[src/rtl/pst_pkg.sv]
package pst_pkg;
  typedef enum logic [1:0] {
    ACT_OFF    = 2'b00,
    ACT_TOGGLE = 2'b01,
    ACT_PULSE  = 2'b10,
    ACT_OFF2   = 2'b11
  } out_act_e;

  localparam int unsigned ADDR_W = 3;
  localparam int unsigned NFLAG  = 2;
  localparam int unsigned FLAG_UF   = 0;
  localparam int unsigned FLAG_DONE = 1;

  localparam logic [ADDR_W-1:0] A_MODE = 3'd0;
  localparam logic [ADDR_W-1:0] A_CMD  = 3'd1;
  localparam logic [ADDR_W-1:0] A_TOP  = 3'd2;
  localparam logic [ADDR_W-1:0] A_REP  = 3'd3;
  localparam logic [ADDR_W-1:0] A_BTOP = 3'd4;
  localparam logic [ADDR_W-1:0] A_BREP = 3'd5;
  localparam logic [ADDR_W-1:0] A_IEN  = 3'd6;
  localparam logic [ADDR_W-1:0] A_ICLR = 3'd7;
endpackage

[src/rtl/pst_regs.sv]
module pst_regs
  import pst_pkg::*;
#(
  parameter int unsigned CNT_W = 16,
  parameter int unsigned REP_W = 8,
  parameter int unsigned NOUT  = 2
) (
  input  logic                   clk,
  input  logic                   rst_n,
  input  logic                   wr_en,
  input  logic [ADDR_W-1:0]      wr_addr,
  input  logic [CNT_W-1:0]       wr_data,
  input  logic                   consume,
  output logic                   buffered,
  output logic [NOUT-1:0][1:0]   act,
  output logic [NFLAG-1:0]       ien,
  output logic [NFLAG-1:0]       clr,
  output logic                   start_cmd,
  output logic                   stop_cmd,
  output logic                   wr_top,
  output logic                   wr_rep,
  output logic [CNT_W-1:0]       btop,
  output logic [REP_W-1:0]       brep,
  output logic                   bvalid
);
  localparam int unsigned MODE_W = 2 * NOUT + 1;

  logic [MODE_W-1:0] mode_q;
  logic              wr_brep;

  assign wr_brep   = wr_en && (wr_addr == A_BREP);
  assign wr_top    = wr_en && (wr_addr == A_TOP);
  assign wr_rep    = wr_en && (wr_addr == A_REP);
  assign stop_cmd  = wr_en && (wr_addr == A_CMD) && wr_data[1];
  assign start_cmd = wr_en && (wr_addr == A_CMD) && wr_data[0] && !wr_data[1];
  assign clr       = (wr_en && (wr_addr == A_ICLR)) ? wr_data[NFLAG-1:0] : '0;
  assign buffered  = mode_q[0];

  for (genvar i = 0; i < NOUT; i++) begin : g_act
    assign act[i] = mode_q[2*i+2 -: 2];
  end

  always_ff @(posedge clk or negedge rst_n) begin
    if (!rst_n) begin
      mode_q <= '0;
      ien    <= '0;
      btop   <= '0;
      brep   <= '0;
      bvalid <= 1'b0;
    end else begin
      if (wr_en && wr_addr == A_MODE) mode_q <= wr_data[MODE_W-1:0];
      if (wr_en && wr_addr == A_IEN)  ien    <= wr_data[NFLAG-1:0];
      if (wr_en && wr_addr == A_BTOP) btop   <= wr_data;
      if (wr_brep)                    brep   <= wr_data[REP_W-1:0];
      if (wr_brep)      bvalid <= 1'b1;
      else if (consume) bvalid <= 1'b0;
    end
  end

  // a buffer repeat write always leaves the buffer full
  p_buf_refill_r10: assert property (@(posedge clk) disable iff (!rst_n)
    wr_brep |=> bvalid);
  // a hand-over without a refill empties the buffer
  p_buf_consume_r5: assert property (@(posedge clk) disable iff (!rst_n)
    (consume && !wr_brep) |=> !bvalid);
endmodule

[src/rtl/pst_core.sv]
module pst_core
  import pst_pkg::*;
#(
  parameter int unsigned CNT_W = 16,
  parameter int unsigned REP_W = 8
) (
  input  logic             clk,
  input  logic             rst_n,
  input  logic             tick,
  input  logic             start_cmd,
  input  logic             stop_cmd,
  input  logic             wr_top,
  input  logic             wr_rep,
  input  logic [CNT_W-1:0] wdata,
  input  logic             buffered,
  input  logic [CNT_W-1:0] btop,
  input  logic [REP_W-1:0] brep,
  input  logic             bvalid,
  output logic [CNT_W-1:0] cnt,
  output logic [REP_W-1:0] rep,
  output logic             running,
  output logic             uf_evt,
  output logic             done_evt,
  output logic             handover
);
  logic [CNT_W-1:0] top_q;
  logic             adv;

  function automatic logic [REP_W-1:0] rep_after(input logic [REP_W-1:0] r);
    return (r == '0) ? r : r - 1'b1;
  endfunction

  function automatic logic rep_last(input logic [REP_W-1:0] r);
    return r <= REP_W'(1);
  endfunction

  assign adv      = tick && running && !start_cmd && !stop_cmd;
  assign uf_evt   = adv && (cnt == '0);
  assign done_evt = uf_evt && rep_last(rep);
  assign handover = done_evt && buffered && bvalid;

  always_ff @(posedge clk or negedge rst_n) begin
    if (!rst_n) begin
      cnt     <= '0;
      running <= 1'b0;
    end else if (stop_cmd) begin
      running <= 1'b0;
    end else if (start_cmd) begin
      running <= 1'b1;
      cnt     <= top_q;
    end else if (adv) begin
      if (cnt != '0)    cnt <= cnt - 1'b1;
      else if (!done_evt) cnt <= top_q;
      else if (handover)  cnt <= btop;
      else                running <= 1'b0;
    end
  end

  always_ff @(posedge clk or negedge rst_n) begin
    if (!rst_n) begin
      top_q <= '0;
      rep   <= '0;
    end else begin
      if (wr_top)        top_q <= wdata;
      else if (handover) top_q <= btop;
      if (wr_rep)        rep <= wdata[REP_W-1:0];
      else if (handover) rep <= brep;
      else if (uf_evt)   rep <= rep_after(rep);
    end
  end

  // a running non-zero count steps down by one per tick
  p_count_down_r2: assert property (@(posedge clk) disable iff (!rst_n)
    (adv && cnt != '0) |=> cnt == $past(cnt) - 1'b1);
  // while stopped and not started, the count is frozen
  p_frozen_r9: assert property (@(posedge clk) disable iff (!rst_n)
    (!running && !start_cmd) |=> $stable(cnt) && !running);
  // a hand-over continues the run from the buffered top value
  p_handover_r5: assert property (@(posedge clk) disable iff (!rst_n)
    handover |=> running && cnt == $past(btop));
  // expiry without a hand-over ends the run at zero
  p_selfstop_r6: assert property (@(posedge clk) disable iff (!rst_n)
    (done_evt && !handover) |=> !running && cnt == '0);
endmodule

[src/rtl/pst_out.sv]
module pst_out
  import pst_pkg::*;
(
  input  logic       clk,
  input  logic       rst_n,
  input  logic [1:0] act,
  input  logic       uf,
  output logic       out
);
  always_ff @(posedge clk or negedge rst_n) begin
    if (!rst_n) out <= 1'b0;
    else begin
      case (act)
        ACT_TOGGLE: out <= out ^ uf;
        ACT_PULSE:  out <= uf;
        default:    out <= 1'b0;
      endcase
    end
  end

  // in pulse mode the output is high only right after an underflow
  p_pulse_cause_r7: assert property (@(posedge clk) disable iff (!rst_n)
    (act == ACT_PULSE && $past(act) == ACT_PULSE && out) |-> $past(uf));
  // in toggle mode the level moves only after an underflow
  p_toggle_hold_r7: assert property (@(posedge clk) disable iff (!rst_n)
    (act == ACT_TOGGLE && $past(act) == ACT_TOGGLE && !$past(uf)) |-> $stable(out));
endmodule

[src/rtl/pst_irq.sv]
module pst_irq
  import pst_pkg::*;
(
  input  logic             clk,
  input  logic             rst_n,
  input  logic [NFLAG-1:0] set,
  input  logic [NFLAG-1:0] clr,
  input  logic [NFLAG-1:0] ien,
  output logic [NFLAG-1:0] flags,
  output logic             irq
);
  always_ff @(posedge clk or negedge rst_n) begin
    if (!rst_n) flags <= '0;
    else        flags <= (flags & ~clr) | set;
  end

  assign irq = |(flags & ien);

  // an underflow always leaves its flag set
  p_uf_flag_r3: assert property (@(posedge clk) disable iff (!rst_n)
    set[FLAG_UF] |=> flags[FLAG_UF]);
  // flags are sticky unless cleared
  p_sticky_r8: assert property (@(posedge clk) disable iff (!rst_n)
    (flags[FLAG_DONE] && !clr[FLAG_DONE]) |=> flags[FLAG_DONE]);
  // a clear without a set empties the flag
  p_clear_r8: assert property (@(posedge clk) disable iff (!rst_n)
    (clr[FLAG_UF] && !set[FLAG_UF]) |=> !flags[FLAG_UF]);
endmodule

[src/rtl/pulse_seq_timer.sv]
module pulse_seq_timer
  import pst_pkg::*;
#(
  parameter int unsigned CNT_W = 16,
  parameter int unsigned REP_W = 8,
  parameter int unsigned NOUT  = 2
) (
  input  logic              clk,
  input  logic              rst_n,
  input  logic              tick,
  input  logic              wr_en,
  input  logic [ADDR_W-1:0] wr_addr,
  input  logic [CNT_W-1:0]  wr_data,
  output logic [NOUT-1:0]   evt_out,
  output logic              irq,
  output logic [NFLAG-1:0]  flags_o,
  output logic [CNT_W-1:0]  cnt_o,
  output logic [REP_W-1:0]  rep_o,
  output logic              running_o,
  output logic              buf_full_o
);
  logic                 buffered, start_cmd, stop_cmd, wr_top, wr_rep;
  logic [NOUT-1:0][1:0] act;
  logic [NFLAG-1:0]     ien, clr, set;
  logic [CNT_W-1:0]     btop;
  logic [REP_W-1:0]     brep;
  logic                 bvalid, uf_evt, done_evt, handover;

  pst_regs #(.CNT_W(CNT_W), .REP_W(REP_W), .NOUT(NOUT)) u_regs (
    .clk(clk), .rst_n(rst_n), .wr_en(wr_en), .wr_addr(wr_addr),
    .wr_data(wr_data), .consume(handover), .buffered(buffered), .act(act),
    .ien(ien), .clr(clr), .start_cmd(start_cmd), .stop_cmd(stop_cmd),
    .wr_top(wr_top), .wr_rep(wr_rep), .btop(btop), .brep(brep),
    .bvalid(bvalid)
  );

  pst_core #(.CNT_W(CNT_W), .REP_W(REP_W)) u_core (
    .clk(clk), .rst_n(rst_n), .tick(tick), .start_cmd(start_cmd),
    .stop_cmd(stop_cmd), .wr_top(wr_top), .wr_rep(wr_rep), .wdata(wr_data),
    .buffered(buffered), .btop(btop), .brep(brep), .bvalid(bvalid),
    .cnt(cnt_o), .rep(rep_o), .running(running_o), .uf_evt(uf_evt),
    .done_evt(done_evt), .handover(handover)
  );

  for (genvar i = 0; i < NOUT; i++) begin : g_out
    pst_out u_out (
      .clk(clk), .rst_n(rst_n), .act(act[i]), .uf(uf_evt), .out(evt_out[i])
    );
  end

  assign set[FLAG_UF]   = uf_evt;
  assign set[FLAG_DONE] = done_evt;

  pst_irq u_irq (
    .clk(clk), .rst_n(rst_n), .set(set), .clr(clr), .ien(ien),
    .flags(flags_o), .irq(irq)
  );

  assign buf_full_o = bvalid;

  // expiry flag follows every expiring underflow
  p_done_flag_r4: assert property (@(posedge clk) disable iff (!rst_n)
    done_evt |=> flags_o[FLAG_DONE]);
endmodule

[config.mk]
export PLATFORM = sky130hd
export DESIGN_NAME = pulse_seq_timer
export DESIGN_NICKNAME = d
export VERILOG_FILES = /design/src/rtl/pst_pkg.sv /design/src/rtl/pst_regs.sv /design/src/rtl/pst_core.sv /design/src/rtl/pst_out.sv /design/src/rtl/pst_irq.sv /design/src/rtl/pulse_seq_timer.sv
export SDC_FILE = /design/constraint.sdc
export NUM_CORES = 1
export LEC_CHECK = 0
export ABC_AREA = 0
export BUFFER_PORTS_ARGS = -buffer_cell sky130_fd_sc_hd__buf_4
export CORE_UTILIZATION = 50
export CTS_CLUSTER_DIAMETER = 30
export DETAILED_ROUTE_END_ITERATION = 7
export GPL_ROUTABILITY_DRIVEN = 0
export PLACE_DENSITY = 0.7
export RECOVER_POWER = 100
export SYNTH_ARGS = -nofsm -noshare
export SYNTH_HDL_FRONTEND = slang
export SYNTH_SLANG_ARGS = --single-unit
[constraint.sdc]
create_clock -name clk -period 2.8 [get_ports clk]
set_input_delay 0.14 -clock clk [delete_from_list [all_inputs] [get_ports clk]]
set_output_delay 0.14 -clock clk [all_outputs]
set_load 0.005 [all_outputs]
==> metrics.md <==
| Metric | Value |
|---|---|
| Status | finished, violations left |
| Failing checks | negative hold slack, max-capacitance violations, max-slew violations |
| Row count | 33 |
| Vias | 3693 |
| Mapped Area | 4230 µm² |
| Post-synth EDFFs | 0 |
| Clock transition at the registers of the reported paths | 0.09 ns |
| Synthesis Warnings | 0 |
| Final hold slack | -0.00429 ns |
| Worst r2r path cells | 6 |
| Final Max Slew Viols | 78 |
| Post-synth top flop | dfrtp_1 |
| Clock root cell | clkbuf_8 |
| Register area share after synthesis | 0.455 |
| Inserted Diodes | 0 |
| Synth unique cells | 55 |
| Hold Crit Depth | 3 |
| Compound-Gate Fraction of Synth Area | 0.149 |
| Cells after Synth | 433 |
| Worst EP required | 3.01 ns |
| RSZ-0062 raised after global routing | no |
| Worst min path class | input port to register |
| Syn_nets | 464 |
| Reg-to-Reg Start | u_core.rep[5] |
| F_max | 374 MHz |
| Hold path startpoint | wr_data[13] |
| Setup_tns | 0 ns |
| # fillers | 734 |
| CTS Buf Count | 9 |
| Final setup fails | 0 |
| R2r endpoint | u_core.cnt[5] |
| Post-route ant nets | 0 |
| Cells after DPL | 597 |
| Multi-input logic area | 2190 µm² |
| Antenna violations before repair | 0 |
| Synth Area in Simple Gates | 0.192 |
| Top area cells in the synthesized netlist | dfrtp_1, mux2_2, nand2_1, mux2i_1, o21ai_0 |
| Final Hold Viols | 3 |
| Setup crit end kind | register |
| Initial drt markers | 313 |
| Core ar. | 8220 µm² |
| Mux contribution to synthesized area | 0.119 |
| Estimated wirelength of the detail-placed design | 7.83 mm |
| Die area | 8830 µm² |
| DR vias/cell | 5.98 |
| DR pass1 iterations | 6 |
| Adder-cell share of the synthesized area | 0.0237 |
| Io pins | 54 |
| Starting Density | 0.515 |
| Biggest area consumer among synthesized cells | dfrtp_1 |
| # clock sinks | 77 |
| Worst-Margin Slew | 1.91 ns |
| Ys async rst share | 1.00 |
| Worst Path Max Fanout | 7 |
| Drt total wl | 11.0 mm |
| Worst hold endpoint | u_core.top_q[13] |
| Clock tree from TritonCTS | built |
| Period utilization | 0.954 |
| Grt ovf | 0 |
| Max Clock Skew | 0.00785 ns |
| Synth-to-layout area growth | 19.6% |
| Area taken by flip-flops and latches | 1930 µm² |
| Port Buffers | 53 |
| Worst reg2reg setup slack | 0.13 ns |
| Top-area cell type share of the netlist area | 0.455 |
| Lkg Pwr | 0.00224 µW |
| Critical Path Source Type | register |
| Slew margin rel. | -0.276 |
| H-tree depth | 3 |
| Finished Layout Cells | 618 |
| Seq cells post-synth | 77 |
| Pin count of the biggest net entering global routing | 78 |
| Period minus WS final | 2.67 ns |
| PwrDens | 687 nW/µm² |
| Syn avg cell area | 9.77 µm² |
| Peak VDD IR | 274 µV |
| XOR/XNOR Fraction of Synth Area | 0.0290 |
| Share of layout cells above drive strength 1 | 0.250 |
| Die width | 94.0 µm |
| Gr usage total | 0.271 |
| Setup CP Type | register to register |
| Final core utilization | 0.616 |
| Residual DRC | 0 |
| Final net count | 539 |
| Main combinational cell family by area after synthesis | simple AND/OR/NAND/NOR gates |
| Drt wl/cell | 17.8 µm |
| CP arrival | 2.89 ns |
| CTS Buffer Depth | 2 |
| # Max-Cap Violations | 1 |
| Vias in the first global route | 3400 |
| First-pass GRT wire length | 17.9 mm |
| DIE HEIGHT | 94.0 µm |
| Clk_lat worst skew | 0.36 ns |
## sequential cells by signal (all words and copies together), names as in the netlist
name             flops
u_regs.bvalid        1
u_core.rep           8
u_irq.flags          2
u_regs.brep          8
u_core.running       1
u_core.cnt          16
u_core.top_q        16
g_out.u_out.out      2
u_regs.btop         16
u_regs.ien           2
u_regs.mode_q        5
## where the power goes
group | total, µW | switching [µW] | leakage (µW) | internal [µW]
clock | 850 | 443 | 0.0000987 | 407
sequential | 1670 | 298 | 0.000925 | 1370
combinational | 957 | 462 | 0.00122 | 495
## worst max path at each step
stage	from	to	slack [ns]	depth (start not counted)
global placement	u_core.cnt[1]	u_core.rep[7]	0.11	8
detailed placement	u_core.cnt[1]	u_core.rep[4]	0.03	8
global route	u_core.rep[1]	u_core.cnt[3]	0.03	8
finish	u_core.rep[5]	u_core.cnt[5]	0.13	6
floorplan	u_core.cnt[0]	u_core.top_q[11]	0.32	10
CTS	u_core.cnt[1]	u_core.top_q[1]	0.07	9
## worst max-delay path, stage by stage, from the launching register on
cell	delay, ns
dfrtp_1	0.43
or4_4	0.56
nor4_1	0.62
buf_4	0.27
nand3_1	0.19
o22ai_1	0.35
a211oi_1	0.10
## final cells by class
class / count / share of cell area
clock buffers: 9 / 0.0245
clock inverters: 7 / 0.0131
inverters: 9 / 0.00668
multi-input cells: 327 / 0.432
flip-flops and latches: 77 / 0.381
well taps: 105 / 0.0260
repair buffers: 84 / 0.117
## repair_timing
action | in CTS | in global routing
setup buffers | 0 | 1
endpoints found under the hold margin | 72 | 0
endpoints found under the setup margin | 1 | 23
pin swaps | 0 | 1
hold buffers | 4 | 0
gates resized for setup | 1 | 4
## per-stage QoR
step	area, µm²	hold slack (ns)	setup slack, ns	power, µW
final	5060	-0.00429	0.128	3480
after global routing	5060	0.00101	0.0260	3690
after CTS	5100	0.000299	0.0678	3510
after detailed placement	4860	0.365	0.0265	2660
after global placement	4860	0.360	0.106	2630
after floorplan	4230	-0.156	0.319	2180
## cells in the final DEF (no fill, tap or decap), types with 4 or more instances in the layout
cell,n
inv_1,8
ha_1,8
a21oi_1,13
o21ai_0,34
o31ai_1,4
a211oi_1,8
nand3b_1,4
xnor2_1,10
nor2_1,33
nand2_1,60
o22ai_1,10
clkbuf_8,9
a31oi_1,7
nor4_1,5
o211ai_1,8
xor2_1,4
dlygate4sd3_1,4
clkinv_2,4
buf_4,41
mux2_2,28
or3_1,6
dfrtp_1,77
nor3_1,9
nand3_1,5
mux2i_1,19
nand4_1,4
clkbuf_4,25
clkbuf_1,12
## logic make-up (layout without fill, tap and decap cells)
logic type,after synthesis,after routing
muxes,47,47
xor gates and xnor gates,14,14
and+or+nand+nor,157,157
AOI/OAI and AO/OA,101,101
buffers and inverters,29,109
DFF,77,77
adders and majority gates,8,8
## cells in the mapped netlist (3+ instances only)
| master | count |
|---|---|
| mux2_2 | 28 |
| dfrtp_1 | 77 |
| o211ai_1 | 8 |
| xor2_1 | 4 |
| o21ai_0 | 25 |
| clkbuf_1 | 11 |
| buf_1 | 3 |
| inv_1 | 9 |
| o22ai_1 | 10 |
| nand3b_1 | 4 |
| xnor2_1 | 10 |
| a31oi_1 | 7 |
| a211oi_1 | 8 |
| a21oi_1 | 14 |
| or3_1 | 6 |
| nor2_1 | 33 |
| nor4_1 | 4 |
| nor3_1 | 9 |
| ha_1 | 8 |
| a2111oi_0 | 3 |
| or4_1 | 3 |
| nand2_1 | 60 |
| nor3b_1 | 4 |
| nand4_1 | 4 |
| o21ai_1 | 10 |
| nand2b_1 | 3 |
| mux2i_1 | 19 |
| and2_1 | 3 |
| nand3_1 | 5 |
| o31ai_1 | 4 |
| or2_2 | 3 |
## metal layers
layer	track usage	part of all wire
met5	0	0
met1	0.389	0.45
met4	0.0872	0.016
met2	0.410	0.46
met3	0.0526	0.074
(Power assumes the default switching activity.)
